`config.mk`:
```
export PLATFORM = sky130hd
export DESIGN_NAME = irq_dest_resolver
export DESIGN_NICKNAME = d
export VERILOG_FILES = /design/src/rtl/irq_route_pkg.sv /design/src/rtl/irq_dest_match.sv /design/src/rtl/irq_prio_pick.sv /design/src/rtl/irq_dest_resolver.sv
export SDC_FILE = /design/constraint.sdc
export NUM_CORES = 1
export LEC_CHECK = 0
export BUFFER_PORTS_ARGS = -buffer_cell sky130_fd_sc_hd__clkbuf_2
export CAP_MARGIN = 30
export CORE_MARGIN = 2
export CORE_UTILIZATION = 39
export DETAILED_ROUTE_END_ITERATION = 7
export MAX_ROUTING_LAYER = met4
export PLACE_DENSITY = 0.77
export SLEW_MARGIN = 20
export SYNTH_ARGS = -nofsm -noshare
export SYNTH_HDL_FRONTEND = slang
export SYNTH_HIERARCHICAL = 1
export SYNTH_SLANG_ARGS = --single-unit
```
`constraint.sdc`:
```
create_clock -name clk_i -period 1.04 [get_ports clk_i]
set_input_delay 0.104 -clock clk_i [delete_from_list [all_inputs] [get_ports clk_i]]
set_output_delay 0.104 -clock clk_i [all_outputs]
set_load 0.02 [all_outputs]
```
`src/rtl/irq_route_pkg.sv`:
```
package irq_route_pkg;

  typedef enum logic [2:0] {
    DLV_FIXED  = 3'd0,
    DLV_LOWEST = 3'd1
  } dlv_mode_e;

  function automatic logic mode_supported(logic [2:0] m);
    return (m == DLV_FIXED) || (m == DLV_LOWEST);
  endfunction

endpackage

```
`src/rtl/irq_dest_match.sv`:
```
module irq_dest_match #(
  parameter int N_TGT = 8,
  parameter int ID_W  = 8
) (
  input  logic [ID_W-1:0]       dest_id_i,
  input  logic                  dest_logical_i,
  input  logic [N_TGT-1:0]      present_i,
  input  logic [N_TGT*ID_W-1:0] phys_id_i,
  input  logic [N_TGT*ID_W-1:0] log_id_i,
  output logic [N_TGT-1:0]      match_o
);

  localparam logic [ID_W-1:0] BCAST_ID = {ID_W{1'b1}};

  logic [N_TGT-1:0] phys_eq;
  logic [N_TGT-1:0] log_hit;
  logic [N_TGT-1:0] phys_first;

  for (genvar g = 0; g < N_TGT; g++) begin : g_cmp
    assign phys_eq[g] = present_i[g] && (phys_id_i[g*ID_W +: ID_W] == dest_id_i);
    assign log_hit[g] = present_i[g] && |(log_id_i[g*ID_W +: ID_W] & dest_id_i);
  end

  // isolate lowest set bit: first matching target wins
  assign phys_first = phys_eq & (~phys_eq + N_TGT'(1));

  always_comb begin
    if (dest_logical_i)
      match_o = (dest_id_i == '0) ? '0 : log_hit;
    else if (dest_id_i == BCAST_ID)
      match_o = present_i;
    else
      match_o = phys_first;
  end

endmodule

```
`src/rtl/irq_prio_pick.sv`:
```
module irq_prio_pick #(
  parameter int N_TGT  = 8,
  parameter int PRIO_W = 4
) (
  input  logic [N_TGT-1:0]        cand_i,
  input  logic [N_TGT*PRIO_W-1:0] prio_i,
  output logic [N_TGT-1:0]        pick_o
);

  localparam int IDX_W = (N_TGT > 1) ? $clog2(N_TGT) : 1;

  logic              found;
  logic [PRIO_W-1:0] best_prio;
  logic [IDX_W-1:0]  best_idx;

  // strict less-than keeps the lower index on ties
  always_comb begin
    found     = 1'b0;
    best_prio = '0;
    best_idx  = '0;
    for (int i = 0; i < N_TGT; i++) begin
      if (cand_i[i] && (!found || (prio_i[i*PRIO_W +: PRIO_W] < best_prio))) begin
        found     = 1'b1;
        best_prio = prio_i[i*PRIO_W +: PRIO_W];
        best_idx  = IDX_W'(i);
      end
    end
    pick_o = '0;
    pick_o[best_idx] = found;
  end

endmodule

```
`src/rtl/irq_dest_resolver.sv`:
```
module irq_dest_resolver
  import irq_route_pkg::*;
#(
  parameter int N_TGT  = 8,
  parameter int ID_W   = 8,
  parameter int PRIO_W = 4
) (
  input  logic                    clk_i,
  input  logic                    rst_ni,
  input  logic                    req_i,
  input  logic [ID_W-1:0]         dest_id_i,
  input  logic                    dest_logical_i,
  input  logic [2:0]              dlv_mode_i,
  input  logic [N_TGT-1:0]        tgt_present_i,
  input  logic [N_TGT*ID_W-1:0]   tgt_phys_id_i,
  input  logic [N_TGT*ID_W-1:0]   tgt_log_id_i,
  input  logic [N_TGT*PRIO_W-1:0] tgt_prio_i,
  output logic                    valid_o,
  output logic                    unsup_o,
  output logic [N_TGT-1:0]        mask_o
);

  logic [N_TGT-1:0] match;
  logic [N_TGT-1:0] pick;
  logic [N_TGT-1:0] sel;
  logic             supported;

  irq_dest_match #(.N_TGT(N_TGT), .ID_W(ID_W)) i_match (
    .dest_id_i      (dest_id_i),
    .dest_logical_i (dest_logical_i),
    .present_i      (tgt_present_i),
    .phys_id_i      (tgt_phys_id_i),
    .log_id_i       (tgt_log_id_i),
    .match_o        (match)
  );

  irq_prio_pick #(.N_TGT(N_TGT), .PRIO_W(PRIO_W)) i_pick (
    .cand_i (match),
    .prio_i (tgt_prio_i),
    .pick_o (pick)
  );

  assign supported = mode_supported(dlv_mode_i);

  always_comb begin
    unique case (dlv_mode_i)
      DLV_FIXED:  sel = match;
      DLV_LOWEST: sel = pick;
      default:    sel = '0;
    endcase
  end

  always_ff @(posedge clk_i or negedge rst_ni) begin
    if (!rst_ni) begin
      valid_o <= 1'b0;
      unsup_o <= 1'b0;
      mask_o  <= '0;
    end else begin
      valid_o <= req_i;
      unsup_o <= req_i && !supported;
      mask_o  <= req_i ? sel : '0;
    end
  end

  p_valid_follows_req_r2: assert property (@(posedge clk_i) disable iff (!rst_ni)
    req_i |=> valid_o);
  p_idle_quiet_r2: assert property (@(posedge clk_i) disable iff (!rst_ni)
    !req_i |=> (!valid_o && !unsup_o && mask_o == '0));
  p_phys_single_r4: assert property (@(posedge clk_i) disable iff (!rst_ni)
    (req_i && !dest_logical_i && dest_id_i != {ID_W{1'b1}}) |=> $onehot0(mask_o));
  p_logical_zero_r5: assert property (@(posedge clk_i) disable iff (!rst_ni)
    (req_i && dest_logical_i && dest_id_i == '0) |=> (mask_o == '0));
  p_lowest_onehot_r8: assert property (@(posedge clk_i) disable iff (!rst_ni)
    (req_i && dlv_mode_i == DLV_LOWEST) |=> $onehot0(mask_o));
  p_unsup_drop_r9: assert property (@(posedge clk_i) disable iff (!rst_ni)
    (req_i && dlv_mode_i > 3'd1) |=> (unsup_o && mask_o == '0));
  p_absent_never_r10: assert property (@(posedge clk_i) disable iff (!rst_ni)
    req_i |=> ((mask_o & ~$past(tgt_present_i)) == '0));

endmodule

```
==> reports/metrics.cfg <==
[floorplan]
die-area_um2=8650
die_w_um=93.0
initial_core_util_pct=40.2
rows=32
fp.dieH_um=93.0
coreArea_um2=7690
ios=193

[timing]
tightestPinTransition_ns=0.455
drv_slew=0
post-route-period-util_pct=989
setup_viol=8
fin_ws_ns=-9.25
relSlewSlack_pct=69.3
rsz0062_at_grt=yes
fmax_ghz=0.0972
period_minus_slack_ns=10.29
finalHoldViolations=0

[cts]
cts.sink_count=10
clockRootBuffer=clkbuf_8
cts_made_buffers=3
clock_path_buffers=2
htree_levels=1
clk_pin_slew_ns=0.05
tritoncts=yes

[drt]
ant_nets=0
drtIter0Drc=231
route.detailed.vias_per_inst=5.51
drc_errors=0
vias=4575
drt_pass1_iterations=4
routed_wl_um=14000
wl_per_cell_um=16.9

[flow_run]
maxCapViolations=0

[logic_synthesis]
synthTopCellsByArea=xor2_1 13%, ha_1 8.5%, dfrtp_1 8.1%
synth_edf_count=0
synthesis.nets=596
ys_seq_area_share_pct=8.10
synthFlopType=dfrtp_1
synth_top_cell_by_area=xor2_1
synth_top_cell_area_share_pct=13.0
synth_cell_type_count=67
ys_warn_count=6
synthCells=392
async_reset_ff_share_pct=100
postSynthAreaPerCell_um2=7.88
synth_area_um2=3090
ys_ff_latch=10

[outcome]
outcome=finished with violations
violations=setup timing

[setup_path]
cpMostUsedCell=ha_4
critPathMaxStageDelay_ns=0.55
crit_slowest_cell=or4_4
start_kind=primary input
cp_top_family=compound AO/OA/AOI/OAI gates
path_buf_inv=4
arrival_ns=10.40
cp_max_fo=6
crit_required_ns=1.15
crit_path_end_kind=register
critPathKind=primary input to register

[layout]
drive_gt1_share_pct=59.5
utilization_pct=74.5
n_antenna_cell=0
most-common-layout-cells=189 x clkbuf_2, 159 x buf_4, 46 x xor2_1, 18 x xnor2_1, 18 x a22oi_1
fin_nets=934
areaGrowthSynthToFinish_pct=85.5
final_common_cell=clkbuf_2
nFillCells=586

[power_and_ir_drop]
finalPower_mw=4.46
p_per_area_nw_per_um2=778
ir_drop_mv=0.316
p_leak_nw=2.90

[placed_design]
pre_cts_ws_ns=-9.52
io_buffers=192
gp_congestion=0.931
dp_hpwl_um=11000

[global_routing]
grt_usage_pct=29.1
grt-ovfl-total=0
grt_pass1_vias=4683
grt_max_degree=16
antenna_found_initial=0
grt_pass1_wl_um=20300

[min_path]
hp-class=primary input to register

## per-layer routing
metal / GRT usage, % / up-vias / routed length [µm]
met3: 1.69 / 40 / 704
li1: - / 2174 / -
met5: - / - / 0
met2: 57.8 / 197 / 7700
met1: 31.4 / 2164 / 5210
met4: 7.11 / 0 / 403
## power by group
part | total, mW | switching (mW) | internal (mW)
clock | 0.472 | 0.140 | 0.332
sequential | 0.404 | 0.00277 | 0.402
combinational | 3.58 | 1.65 | 1.94
total | 4.46 | 1.79 | 2.67
## state kept, by name, indices dropped and copies added (netlist names)
signal and count:
unsup_o 1, valid_o 1, mask_o 8
## synthesized netlist by cell type, types with 2 or more instances
cell,n
xor2_1,46
nand2_1,22
ha_1,21
nor2_1,21
a22oi_1,19
xnor2_1,18
inv_1,16
a31oi_1,14
mux2i_1,14
nand4_1,12
nor4_1,12
buf_6,11
dfrtp_1,10
nor3_1,10
o21ai_0,10
nand3_1,9
o21a_1,9
a21oi_1,8
nor2b_1,8
o21ai_1,8
a221oi_1,7
a22o_1,7
a21o_1,6
and3_1,5
a211oi_1,4
buf_2,4
nand3b_1,4
or3_1,4
buf_4,3
mux2_2,3
o31ai_1,3
o32ai_1,3
or4_4,3
a31o_2,2
clkbuf_8,2
nand2b_1,2
o22ai_1,2
## per-stage QoR
stage | hold slack, ns | TNS, ns | cells | area [µm²]
detailed placement | -0.0219 | -75.67 | 790 | 5080
global route | 0.00900 | -77.31 | 831 | 5730
CTS | 0.00332 | -71.39 | 815 | 5430
floorplan | -0.192 | -72.91 | 392 | 3280
finish | 0.00558 | -73.52 | 831 | 5730
global placement | -0.0321 | -72.66 | 790 | 5080
## cell type report
type	instances	area, µm²	area share [%]
Multi-Input combinational cell	345	3020	52.7
Timing Repair Buffer	354	2220	38.7
Sequential cell	10	250	4.37
Tap cell	102	128	2.23
Inverter	16	60.1	1.05
Clock buffer	4	55.1	0.961
## path summary, 6_finish.rpt
path | from | to | cells past startpoint
min in group asynchronous | rst_ni | mask_o[5]$_DFF_PN0_ | 2
max | dest_id_i[6] | mask_o[7]$_DFF_PN0_ | 54
min | req_i | valid_o$_DFF_PN0_ | 1
max in group asynchronous | rst_ni | mask_o[1]$_DFF_PN0_ | 2
## kinds of logic after synthesis
kind of cell             count (synthesis)  share of synthesized area (%)
AND/OR/NAND/NOR                        123                           22.1
AO/OA/AOI/OAI                          120                           29.1
XOR/XNOR                                64                           18.2
buffers and inverters                   37                           8.35
adder cells (fa/ha/maj)                 21                           8.51
multiplexers                            17                           5.63
flip-flops                              10                           8.10
## what timing repair did
item                       4_1_cts  5_1_grt
hold buffers                     1        0
gates resized for setup         25       38
pin swaps                       26       42
hold endpoints to repair        10        0
setup endpoints to repair        8        8
setup buffers                   20       16
Note: power is estimated with default switching activity, not from simulation.
